<file path="config.mk">
export PLATFORM = sky130hd
export DESIGN_NAME = sfbw_ctrl
export DESIGN_NICKNAME = d
export VERILOG_FILES = /design/src/rtl/sfbw_pkg.sv /design/src/rtl/sfbw_capture.sv /design/src/rtl/sfbw_seq.sv /design/src/rtl/sfbw_regs.sv /design/src/rtl/sfbw_ctrl.sv
export SDC_FILE = /design/constraint.sdc
export NUM_CORES = 1
export LEC_CHECK = 0
export ABC_AREA = 1
export BUFFER_PORTS_ARGS = -buffer_cell sky130_fd_sc_hd__buf_2
export CAP_MARGIN = 20
export CORE_MARGIN = 3
export CORE_UTILIZATION = 40
export CTS_BUF_LIST = sky130_fd_sc_hd__clkbuf_16
export DETAILED_ROUTE_END_ITERATION = 10
export PLACE_DENSITY = 0.62
export SLEW_MARGIN = 40
export SYNTH_ARGS = -nofsm -noshare
export SYNTH_HDL_FRONTEND = slang
export SYNTH_SLANG_ARGS = --single-unit
</file>
<file path="constraint.sdc">
create_clock -name clk -period 2.5 [get_ports clk]
set_input_delay 0.25 -clock clk [delete_from_list [all_inputs] [get_ports clk]]
set_output_delay 0.25 -clock clk [all_outputs]
set_load 0.05 [all_outputs]
</file>
<file path="src/rtl/sfbw_pkg.sv">
package sfbw_pkg;

   // Register word selected by bus_addr[3:2] in register mode
   typedef enum logic [1:0] {
      REG_FSEL  = 2'd0,
      REG_CTRL  = 2'd1,
      REG_IOCTL = 2'd2,
      REG_RDATA = 2'd3
   } reg_sel_e;

   typedef enum logic [2:0] {
      SQ_IDLE,
      SQ_LEAD,
      SQ_BITS,
      SQ_TAIL,
      SQ_DONE
   } seq_state_e;

   typedef enum logic {
      BS_IDLE,
      BS_WAIT
   } bus_state_e;

   localparam logic [7:0] FLASH_READ_CMD = 8'h03;
   localparam int         CMD_W          = 8;
   localparam int         IOC_CS_LSB     = 16;
   localparam int         IOC_SCK_BIT    = 8;
   localparam int         IOC_DO_BIT     = 0;
   localparam int         CTRL_REMAP_BIT = 0;

endpackage

</file>
<file path="src/rtl/sfbw_capture.sv">
module sfbw_capture #(
   parameter int DW = 32
) (
   input  logic          clk,
   input  logic          rst_n,
   input  logic          shift_en,
   input  logic          miso,
   output logic [DW-1:0] data
);

   if (DW < 8) begin : g_bad_dw
      $error("sfbw_capture: DW must be at least 8");
   end

   always_ff @(posedge clk or negedge rst_n) begin
      if (!rst_n) data <= '0;
      else if (shift_en) data <= {data[DW-2:0], miso};
   end

   // no rising clock edge, no change in the captured bits
   a_r9_hold_no_edge: assert property (@(posedge clk) disable iff (!rst_n)
      !shift_en |=> $stable(data));

endmodule

</file>
<file path="src/rtl/sfbw_seq.sv">
module sfbw_seq
   import sfbw_pkg::*;
#(
   parameter int ADDR_W  = 24,
   parameter int DW      = 32,
   parameter int SCK_DIV = 4
) (
   input  logic              clk,
   input  logic              rst_n,
   input  logic              start,
   input  logic [ADDR_W-1:0] addr,
   output logic              cs_n,
   output logic              sck,
   output logic              mosi,
   output logic              done
);

   localparam int HALF       = SCK_DIV / 2;
   localparam int TX_W       = CMD_W + ADDR_W;
   localparam int FRAME_BITS = TX_W + DW;
   localparam int BCW        = $clog2(FRAME_BITS);
   localparam int HCW        = (HALF > 1) ? $clog2(HALF) : 1;

   if (SCK_DIV < 2 || (SCK_DIV % 2) != 0) begin : g_bad_div
      $error("sfbw_seq: SCK_DIV must be even and at least 2");
   end

   seq_state_e      state;
   logic [TX_W-1:0] tx;
   logic [BCW-1:0]  bitcnt;
   logic            hi;
   logic            half_end;
   logic            timing;

   assign timing = (state == SQ_LEAD) || (state == SQ_BITS) || (state == SQ_TAIL);

   // Half-period timer: absent when a half period is one system clock
   if (HALF == 1) begin : g_half_one
      assign half_end = 1'b1;
   end else begin : g_half_cnt
      logic [HCW-1:0] hcnt;
      assign half_end = (hcnt == HCW'(HALF - 1));
      always_ff @(posedge clk or negedge rst_n) begin
         if (!rst_n) hcnt <= '0;
         else if (!timing || half_end) hcnt <= '0;
         else hcnt <= hcnt + 1'b1;
      end
   end

   always_ff @(posedge clk or negedge rst_n) begin
      if (!rst_n) begin
         state  <= SQ_IDLE;
         tx     <= '0;
         bitcnt <= '0;
         hi     <= 1'b0;
      end else begin
         case (state)
            SQ_IDLE: if (start) begin
               tx     <= {FLASH_READ_CMD, addr};
               bitcnt <= '0;
               hi     <= 1'b0;
               state  <= SQ_LEAD;
            end
            SQ_LEAD: if (half_end) state <= SQ_BITS;
            SQ_BITS: if (half_end) begin
               if (!hi) hi <= 1'b1;
               else begin
                  hi <= 1'b0;
                  tx <= {tx[TX_W-2:0], 1'b0};
                  if (bitcnt == BCW'(FRAME_BITS - 1)) state <= SQ_TAIL;
                  else bitcnt <= bitcnt + 1'b1;
               end
            end
            SQ_TAIL: if (half_end) state <= SQ_DONE;
            SQ_DONE: state <= SQ_IDLE;
            default: state <= SQ_IDLE;
         endcase
      end
   end

   assign cs_n = (state == SQ_IDLE) || (state == SQ_DONE);
   assign sck  = !((state == SQ_BITS) && !hi);
   assign mosi = (state == SQ_BITS) ? tx[TX_W-1] : 1'b0;
   assign done = (state == SQ_DONE);

   // the trailing phase is entered only after the full frame of bits
   a_r2_frame_bits: assert property (@(posedge clk) disable iff (!rst_n)
      (state == SQ_TAIL) |-> (bitcnt == BCW'(FRAME_BITS - 1)));
   // the clock only drops while the flash is selected
   a_r6_sck_low_selected: assert property (@(posedge clk) disable iff (!rst_n)
      !sck |-> !cs_n);

endmodule

</file>
<file path="src/rtl/sfbw_regs.sv">
module sfbw_regs
   import sfbw_pkg::*;
#(
   parameter int DW     = 32,
   parameter int NUM_CS = 3
) (
   input  logic              clk,
   input  logic              rst_n,
   input  logic              wr_stb,
   input  reg_sel_e          sel,
   input  logic [DW-1:0]     wdata,
   input  logic [DW-1:0]     cap_data,
   output logic              reg_mode,
   output logic              remap_dis,
   output logic [NUM_CS-1:0] ioc_csn,
   output logic              ioc_sck,
   output logic              ioc_mosi,
   output logic [DW-1:0]     rdata
);

   if (NUM_CS < 1 || IOC_CS_LSB + NUM_CS > DW) begin : g_bad_cs
      $error("sfbw_regs: chip-select field does not fit the data width");
   end

   logic unused_wbits;
   assign unused_wbits = ^wdata;

   always_ff @(posedge clk or negedge rst_n) begin
      if (!rst_n) begin
         reg_mode  <= 1'b0;
         remap_dis <= 1'b0;
         ioc_csn   <= '1;
         ioc_sck   <= 1'b1;
         ioc_mosi  <= 1'b0;
      end else if (wr_stb) begin
         case (sel)
            REG_FSEL:  reg_mode  <= wdata[0];
            REG_CTRL:  remap_dis <= wdata[CTRL_REMAP_BIT];
            REG_IOCTL: begin
               ioc_csn  <= wdata[IOC_CS_LSB +: NUM_CS];
               ioc_sck  <= wdata[IOC_SCK_BIT];
               ioc_mosi <= wdata[IOC_DO_BIT];
            end
            default: ;
         endcase
      end
   end

   always_comb begin
      rdata = '0;
      case (sel)
         REG_CTRL:  rdata[CTRL_REMAP_BIT] = remap_dis;
         REG_IOCTL: begin
            rdata[IOC_CS_LSB +: NUM_CS] = ioc_csn;
            rdata[IOC_SCK_BIT]          = ioc_sck;
            rdata[IOC_DO_BIT]           = ioc_mosi;
         end
         REG_RDATA: rdata = cap_data;
         default:   rdata = '0;
      endcase
   end

   // pin-control state moves only on a write strobe
   a_r8_ioc_hold: assert property (@(posedge clk) disable iff (!rst_n)
      !wr_stb |=> $stable({ioc_csn, ioc_sck, ioc_mosi}));

endmodule

</file>
<file path="src/rtl/sfbw_ctrl.sv">
module sfbw_ctrl
   import sfbw_pkg::*;
#(
   parameter int WIN_AW  = 24,
   parameter int BOOT_AW = 22,
   parameter int DW      = 32,
   parameter int NUM_CS  = 3,
   parameter int SCK_DIV = 4
) (
   input  logic              clk,
   input  logic              rst_n,
   input  logic              bus_req,
   input  logic              bus_we,
   input  logic [WIN_AW-1:0] bus_addr,
   input  logic [DW-1:0]     bus_wdata,
   output logic [DW-1:0]     bus_rdata,
   output logic              bus_ready,
   output logic [NUM_CS-1:0] spi_csn,
   output logic              spi_sck,
   output logic              spi_mosi,
   input  logic              spi_miso
);

   if (BOOT_AW > WIN_AW || WIN_AW < 4) begin : g_bad_aw
      $error("sfbw_ctrl: BOOT_AW must not exceed WIN_AW, WIN_AW at least 4");
   end

   bus_state_e        bs_state;
   logic              accept;
   logic              seq_start;
   logic              wr_stb;
   reg_sel_e          sel;
   logic              reg_mode;
   logic              remap_dis;
   logic [NUM_CS-1:0] ioc_csn;
   logic              ioc_sck;
   logic              ioc_mosi;
   logic [DW-1:0]     reg_rdata;
   logic [DW-1:0]     cap_data;
   logic [WIN_AW-1:0] flash_addr;
   logic              seq_csn;
   logic              seq_sck;
   logic              seq_mosi;
   logic              seq_done;
   logic [NUM_CS-1:0] csn_next;
   logic              sck_next;
   logic              mosi_next;
   logic              shift_en;

   assign sel       = reg_sel_e'(bus_addr[3:2]);
   assign accept    = (bs_state == BS_IDLE) && bus_req && !bus_ready;
   assign seq_start = accept && !reg_mode && !bus_we;
   assign wr_stb    = accept && bus_we &&
                      (reg_mode || (bus_addr[WIN_AW-1:2] == '0));

   // Mirroring of the boot region, or a straight map when it covers the window
   if (BOOT_AW < WIN_AW) begin : g_mirror
      localparam logic [WIN_AW-1:0] BOOT_MASK =
         WIN_AW'((64'd1 << BOOT_AW) - 64'd1);
      assign flash_addr = remap_dis ? bus_addr : (bus_addr & BOOT_MASK);
   end else begin : g_flat
      logic unused_remap;
      assign unused_remap = remap_dis;
      assign flash_addr   = bus_addr;
   end

   always_ff @(posedge clk or negedge rst_n) begin
      if (!rst_n) begin
         bs_state  <= BS_IDLE;
         bus_ready <= 1'b0;
         bus_rdata <= '0;
      end else begin
         bus_ready <= 1'b0;
         case (bs_state)
            BS_IDLE: if (accept) begin
               if (seq_start) bs_state <= BS_WAIT;
               else begin
                  bus_ready <= 1'b1;
                  bus_rdata <= (reg_mode && !bus_we) ? reg_rdata : '0;
               end
            end
            BS_WAIT: if (seq_done) begin
               bus_ready <= 1'b1;
               bus_rdata <= cap_data;
               bs_state  <= BS_IDLE;
            end
            default: bs_state <= BS_IDLE;
         endcase
      end
   end

   sfbw_regs #(.DW(DW), .NUM_CS(NUM_CS)) u_regs (
      .clk      (clk),
      .rst_n    (rst_n),
      .wr_stb   (wr_stb),
      .sel      (sel),
      .wdata    (bus_wdata),
      .cap_data (cap_data),
      .reg_mode (reg_mode),
      .remap_dis(remap_dis),
      .ioc_csn  (ioc_csn),
      .ioc_sck  (ioc_sck),
      .ioc_mosi (ioc_mosi),
      .rdata    (reg_rdata)
   );

   sfbw_seq #(.ADDR_W(WIN_AW), .DW(DW), .SCK_DIV(SCK_DIV)) u_seq (
      .clk  (clk),
      .rst_n(rst_n),
      .start(seq_start),
      .addr (flash_addr),
      .cs_n (seq_csn),
      .sck  (seq_sck),
      .mosi (seq_mosi),
      .done (seq_done)
   );

   // Pin source selection: software fields or the read sequencer
   for (genvar i = 0; i < NUM_CS; i++) begin : g_cs
      if (i == 0) begin : g_boot
         assign csn_next[i] = reg_mode ? ioc_csn[i] : seq_csn;
      end else begin : g_side
         assign csn_next[i] = reg_mode ? ioc_csn[i] : 1'b1;
         // side chip selects stay released while direct mapping drives pins
         a_r2_side_cs_high: assert property (@(posedge clk) disable iff (!rst_n)
            $past(!reg_mode) |-> spi_csn[i]);
      end
   end

   assign sck_next  = reg_mode ? ioc_sck  : seq_sck;
   assign mosi_next = reg_mode ? ioc_mosi : seq_mosi;
   assign shift_en  = sck_next && !spi_sck;

   always_ff @(posedge clk or negedge rst_n) begin
      if (!rst_n) begin
         spi_csn  <= '1;
         spi_sck  <= 1'b1;
         spi_mosi <= 1'b0;
      end else begin
         spi_csn  <= csn_next;
         spi_sck  <= sck_next;
         spi_mosi <= mosi_next;
      end
   end

   sfbw_capture #(.DW(DW)) u_cap (
      .clk     (clk),
      .rst_n   (rst_n),
      .shift_en(shift_en),
      .miso    (spi_miso),
      .data    (cap_data)
   );

   // completion is a single-cycle pulse
   a_r5_ready_pulse: assert property (@(posedge clk) disable iff (!rst_n)
      bus_ready |=> !bus_ready);
   // clock idles high whenever the boot flash is released in direct-map mode
   a_r6_idle_high: assert property (@(posedge clk) disable iff (!rst_n)
      (!reg_mode && $past(!reg_mode) && spi_csn[0]) |-> spi_sck);

endmodule

</file>
# Word level (Yosys, flattened, before mapping)
# Cells that the tools add are included.
[classes]
eq_ne = 18
n_reduce_logical = 33
add_sub_neg = 2
bitwise_logic = 1
mux = 47
[ops]
columns = ["cell", "n"]
rows = [
  ["2-to-1 mux 32 bit", 7],
  ["one-hot mux 32 bit (2 select lines)", 2],
  ["2-to-1 mux 24 bit", 1],
  ["2-to-1 mux 6 bit", 4],
  ["logical NOT 22 bit", 1],
  ["2-to-1 mux 3 bit", 6],
  ["2-to-1 mux 1 bit", 16],
  ["2-to-1 mux 7 bit", 2],
  ["2-to-1 mux 13 bit", 1],
  ["one-hot mux 3 bit (4 select lines)", 1],
  ["one-hot mux 6 bit (2 select lines)", 1],
  ["!= test 2 x 1 -> 1 bit (second input constant)", 5],
  ["!= test 2 bit (second input constant)", 5],
  ["logical AND 1 bit", 9],
  ["one-hot mux 1 bit (2 select lines)", 4],
  ["logical NOT 1 bit", 7],
  ["adder 6 x 1 -> 6 bit (second input constant)", 1],
  ["== test 3 x 2 -> 1 bit (second input constant)", 2],
  ["== test 6 bit (second input constant)", 1],
  ["one-hot mux 3 bit (2 select lines)", 1],
  ["AND reduction 2 bit", 3],
  ["AND reduction 3 bit", 2],
  ["AND reduction 6 bit", 1],
  ["logical OR 1 bit", 5],
  ["12 further kinds", 13],
]
[word_totals]
inputBits = 61
word_cells = 118
output_inout_bits = 38
ff_bits = 121

# Longest topological paths before layout
[depth]
depth_word = 8
ltp_mapped = 9
depth_no_buf = 8

# Hierarchy
# From an unflattened synthesis, not the netlist that was laid out.
[hier_totals]
cells_unflattened = 827
area_unflattened_um2 = 6322.3
[by_module_without_submodules]
columns = ["module", "area_each_um2", "instances", "seq_area_each_um2", "cells_per_inst"]
rows = [
  ["sfbw_ctrl", 2132.0, 1, 980.9, 300],
  ["sfbw_seq", 2109.5, 1, 1076.0, 278],
  ["sfbw_capture", 1295.0, 1, 800.8, 136],
  ["sfbw_regs", 785.8, 1, 180.2, 113],
]

# Worst setup path before layout
# Ideal clock, no wire load.
[synth_path]
kind = "reg2reg"
from = "register bus_ready"
to = "register bus_rdata[11]"
synth_period_minus_slack_ps = 1585
stages_incl_launch_ff = 9
n_path_buf = 2
required_ps = 2382
t_arrival_ps = 1467
slack_ps = 915
setup_time_ps = 118
cell_sequence = "dfrtp_1 > nor3_4 > nand3_2 > nand2_1 > nand2_1 > buf_4 > buf_6 > nand3_1 > nand2_1"
[synth_between]
elab_chain_cells = 6
elab_cells_between_ends = 7
cone_classes = "eq/ne (2); reduce/logical (5)"
[synth_lines]
columns = ["element", "line", "rtl"]
rows = [
  ["start, declared", "sfbw_ctrl.sv:17", "output logic bus_ready,"],
  ["start signal, assigned", "sfbw_ctrl.sv:70", "bus_ready <= 1'b0;"],
  ["start signal, assigned", "sfbw_ctrl.sv:73", "bus_ready <= 1'b0;"],
  ["start signal, assigned", "sfbw_ctrl.sv:78", "bus_ready <= 1'b1;"],
  ["logical NOT 1 bit (*)", "sfbw_ctrl.sv:51", "assign accept = (bs_state == BS_IDLE) && bus_req && !bus_ready;"],
  ["logical AND 1 bit (*)", "sfbw_ctrl.sv:51", ""],
  ["logical AND 1 bit (2 in series)", "sfbw_ctrl.sv:52", "assign seq_start = accept && !reg_mode && !bus_we;"],
  ["!= test 2 bit (no source line)", "-", ""],
  ["AND reduction 3 bit (no source line) (*)", "-", ""],
  ["end signal, assigned", "sfbw_ctrl.sv:79", "bus_rdata <= (reg_mode && !bus_we) ? reg_rdata : '0;"],
  ["end signal, assigned", "sfbw_ctrl.sv:84", "bus_rdata <= cap_data;"],
  ["end, declared", "sfbw_ctrl.sv:16", "output logic [DW-1:0] bus_rdata,"],
]
# Mark *: on every way between the ends. The rest lies on a longest branch, timed or not.
# A chain may end at the register's enable or synchronous reset.

# Final worst setup path
[layout_path]
from = "register u_seq.state[0]"
to = "register u_seq.state[1]"
[layout_between]
elab_chain_cells = 3
elab_cells_between_ends = 12
cone_classes = "eq/ne (9); mux (1); reduce/logical (2)"
[layout_lines]
columns = ["element", "line", "rtl"]
rows = [
  ["start, declared", "sfbw_seq.sv:28", "seq_state_e state;"],
  ["start signal, assigned", "sfbw_seq.sv:52", "state <= SQ_IDLE;"],
  ["start signal, assigned", "sfbw_seq.sv:62", "state <= SQ_LEAD;"],
  ["start signal, assigned", "sfbw_seq.sv:64", "SQ_LEAD: if (half_end) state <= SQ_BITS;"],
  ["== test 3 x 1 -> 1 bit (tied with other cells)", "sfbw_seq.sv:57", "case (state)"],
  ["!= test 2 x 1 -> 1 bit (no source line) / != test 2 bit (equally long branches)", "-", ""],
  ["AND reduction 6 bit (no source line)", "-", ""],
]
# Several ways; a longest one is shown, not always the timed one.

==> PnR_summary.wiki <==
{| class="wikitable"
! Metric !! Value
|-
| Path category of the worst min-delay check || primary input to flop
|-
| Aggregate global routing overflow || 0
|-
| IR Drop Worst-Case VDD || between 0.5 and 0.6 mV
|-
| Layout filler cell count || 1,260
|-
| Initial core utilization || between 40% and 50%
|-
| Antenna-violating nets left || 0
|-
| Die Span X || roughly 120 um
|-
| Syn Nets || between 700 and 800
|-
| Total power after layout || between 4 and 5 mW
|-
| Required time reported for the critical path endpoint || about 2.8 ns
|-
| Max Root-Sink Buffers || 2
|-
| Number of standard-cell rows in the floorplan || between 40 and 50
|-
| Most common cell in the synthesized netlist || nand2_1
|-
| Via count || 4,613
|-
| DR WL/cell || 13.2 um
|-
| Cell at the slowest stage of the critical path || dfrtp_1
|-
| Layout overhead on the synthesized area || 19.5%
|-
| Post-synth ARST share || 100%
|-
| Ys flop type || dfrtp_1
|-
| Final routed DRC violation total || 0
|-
| Post-cts hold buffer count || 1
|-
| Slew margin rel. || roughly three fifths
|-
| Post-Route WL || 12,200 um
|-
| Initial antenna violation count || 0
|-
| Share of synthesized area occupied by flip-flops and latches || 55.8%
|-
| Total I/O pin count || 99
|-
| Startpoint of the tightest hold check path || bus_wdata[17]
|-
| Root buffer cell || clkbuf_16
|-
| Initial DRT Pass Iterations || 5
|-
| FF-to-FF Start || u_seq.state[0]$_DFFE_PN0P_
|-
| Synth Register Bits || 121
|-
| Final Hold Vio Count || 0
|-
| Die Area || between 0.015 and 0.02 mm^2
|-
| Met3 Track Usage GR || around 5.0%
|-
| Number of buffers created by CTS || 17
|-
| Most common library cells after synthesis || nand2_1, dfrtp_1, nand3_1
|-
| Setup repair after global routing missed its margin || no
|-
| Clock tree from TritonCTS || done
|-
| Depth of the worst register-to-register path || 7
|-
| Post-route minimum period || 1.79 ns
|-
| Number of DRC markers after the initial detailed-route iteration || roughly 400
|-
| Number of max-slew violations in the final report || 0
|-
| Number of H-tree branching levels || 4
|-
| Worst Setup Start Kind || flop
|-
| Number of nets in the final layout || around 810
|-
| Mapped Avg Cell Area || between 8 and 9 um^2
|-
| Largest net degree at the start of global routing || 61
|-
| Portion of synthesized cell area occupied by the leading cell type || a little over 50%
|-
| Count of input and output buffers || between 70 and 80
|-
| Core region area || around 0.013 mm^2
|-
| Met2 Use GR || 29.8%
|-
| Status || finished clean
|-
| Die height || ~120 um
|-
| Clock Pin Slew Worst Setup and Hold Paths || about 0.050 ns
|-
| Worst Path Max Fanout || 28
|-
| Cells after synthesis || around 670
|-
| Number of enable flip-flop cells after synthesis || 0
|-
| Setup repair bufs after CTS || 0
|-
| Final setup skew || ~0.0067 ns
|-
| Global-route wire length before repair || 20,900 um
|-
| Number of buffer and inverter stages on the critical path || 2
|-
| Layer with the highest usage || met2
|-
| Destination of the worst register-to-register timing path || u_seq.state[1]$_DFFE_PN0P_
|-
| Gp weighted congestion || about 0.84
|-
| Period utilisation layout || a little under three quarters
|-
| Post-CTS Resized || 0
|-
| Capture endpoint of the worst hold path || u_regs.ioc_csn[1]$_DFFE_PN1P_
|-
| Register Area || between 0.003 and 0.004 mm^2
|-
| Final setup violation count || 0
|-
| Share of final-layout standard cells stronger than drive strength 1 || between 10% and 20%
|-
| Static leakage power || approximately 3.6 nW
|-
| Worst endpoint data arrival time || ~2.1 ns
|-
| Vias per Instance || between 4 and 5
|-
| Hold depth || 3
|-
| Area of the mapped netlist || 0.00544 mm^2
|-
| Number of global-route vias before repair || about 4.7k
|-
| Max Freq || 559 MHz
|-
| Crit path cell chain || nor3_4, buf_4, inv_2, o21ai_1, nor2_1, nand2_1, nand2_1
|-
| Worst path top cell family by delay || flip-flops
|-
| Count of inserted antenna diode cells || 0
|-
| Distinct cell type count of the synthesized netlist || 28
|-
| Total negative slack for setup checks || 0 ns
|-
| Footprint of the multi-input gates || 0.00210 mm^2
|-
| Count of warnings emitted by yosys || 0
|-
| Count of max-cap constraint violations || 0
|-
| Setup slack of the worst register-to-register path || about 0.71 ns
|-
| Clock insertion delay at the later pin of the skew report || approximately 0.41 ns
|-
| Highest cell delay on the worst timing path || approximately 0.47 ns
|-
| Sum of net half-perimeters after detailed placement || approximately 8300 um
|-
| Measured slew at the worst slew-check pin || between 0.6 and 0.7 ns
|-
| Crit. End Element || flop
|-
| Most frequent cell on the critical path || nand2_1
|-
| Yosys top cell by area || dfrtp_1
|-
| Overall global routing resource usage || between 10% and 20%
|-
| Critical setup path kind || flop to flop
|-
| Ratio of total power to cell area || just over 700 mW/mm^2
|-
| Met1 global-route usage || a little over a fifth
|-
| Synth top area cells || dfrtp_1, nand2_1, nand3_1, dfstp_2, o21ai_0
|-
| Sinks on Clock Net || roughly 120
|}
## through the flow
| stage | area [um^2] | setup WS (ns) | hold WS [ns] | cells | util (%) |
|---|---|---|---|---|---|
| finish | 6500 | 0.710 | 0.0726 | 928 | 50.1 |
| global route | 6500 | 0.497 | 0.0751 | 928 | 50.1 |
| CTS | 6500 | 0.692 | 0.0599 | 928 | 50.1 |
| detailed placement | 5920 | 0.701 | 0.196 | 895 | 45.6 |
| global placement | 5920 | 0.724 | 0.197 | 895 | 45.6 |
| floorplan | 5440 | 0.915 | -0.0456 | 672 | - |
## placed cells by master, fill, tap and decap left out
| cell | netlist | layout |
|---|---|---|
| dlygate4sd3_1 | 0 | 1 |
| bufinv_16 | 0 | 3 |
| o21ai_1 | 6 | 6 |
| dfrtp_1 | 113 | 113 |
| o21ai_0 | 24 | 24 |
| a22oi_1 | 4 | 4 |
| xnor2_1 | 1 | 1 |
| inv_1 | 26 | 30 |
| o22ai_1 | 3 | 3 |
| nor3_4 | 2 | 2 |
| a21oi_1 | 5 | 5 |
| clkbuf_16 | 0 | 17 |
| nor3_1 | 5 | 5 |
| ha_1 | 1 | 1 |
| a31oi_2 | 1 | 1 |
| nor2_2 | 2 | 2 |
| buf_12 | 0 | 1 |
| clkinvlp_4 | 0 | 2 |
| nand3_1 | 69 | 69 |
| buf_2 | 10 | 70 |
| buf_4 | 8 | 10 |
| nor2_1 | 28 | 28 |
| o31ai_1 | 1 | 1 |
| clkinv_2 | 0 | 4 |
| nand2_1 | 324 | 324 |
| dfstp_2 | 8 | 8 |
| nand2_2 | 2 | 2 |
| clkinv_1 | 0 | 2 |
| nand3_2 | 2 | 2 |
| nand4_1 | 8 | 8 |
| inv_2 | 5 | 5 |
| o21ai_2 | 2 | 2 |
## where the power goes
| part | total, mW | leakage [nW] | switching (mW) | internal, mW |
|---|---|---|---|---|
| clock network | 2.36 | 0.292 | 0.824 | 1.53 |
| logic | 0.169 | 1.68 | 0.110 | 0.0585 |
| registers | 2.07 | 1.60 | 0.0492 | 2.02 |
## worst reg2reg max path: stages, from the launching register on
cell and delay, ns:
dfrtp_1 0.47, nor3_4 0.26, buf_4 0.24, inv_2 0.23
o21ai_1 0.27, nor2_1 0.09, nand2_1 0.07, nand2_1 0.05
## worst max path at each step
stage                                             to  cells after the start                  startpoint
final                     u_seq.state[1]$_DFFE_PN0P_                      7  u_seq.state[0]$_DFFE_PN0P_
after global routing        bus_rdata[8]$_DFFE_PN0P_                      6          bs_state$_DFF_PN0_
after CTS                   bus_rdata[8]$_DFFE_PN0P_                      6          bs_state$_DFF_PN0_
after detailed placement    bus_rdata[8]$_DFFE_PN0P_                      6          bs_state$_DFF_PN0_
after global placement       u_seq.tx[1]$_DFFE_PN0P_                      7  u_seq.state[0]$_DFFE_PN0P_
after floorplan            bus_rdata[11]$_DFFE_PN0P_                      8         bus_ready$_DFF_PN0_
## metal layers
metal | share of wire, % | vias to the layer above
li1 | - | 2277
met1 | 44 | 2192
met2 | 49 | 121
met3 | 5.0 | 23
met4 | 2.1 | 0
met5 | 0 | -
## cell families after synthesis
| logic type | synth area share, % |
|---|---|
| buffers and inverters | 5.54 |
| AOI/OAI and AO/OA | 4.81 |
| xor gates and xnor gates | 0.161 |
| and+or+nand+nor | 33.4 |
| DFF | 55.8 |
| adders and majority gates | 0.230 |
## final cells by class
class                      count  area share (%)
sequential                   121            46.7
multi-input combinational    490            32.3
timing repair buffer          82            7.01
clock buffer                  17            6.54
tap                          172            3.31
clock inverter                15            2.27
inverter                      31            1.79
## sequential cells by signal, indices dropped and copies added (netlist names), 3 cells and up
register        count
u_regs.ioc_csn      3
u_cap.data         32
u_seq.tx           32
spi_csn             3
u_seq.bitcnt        6
u_seq.state         3
bus_rdata          32
Power figures use the tool's default switching activity.
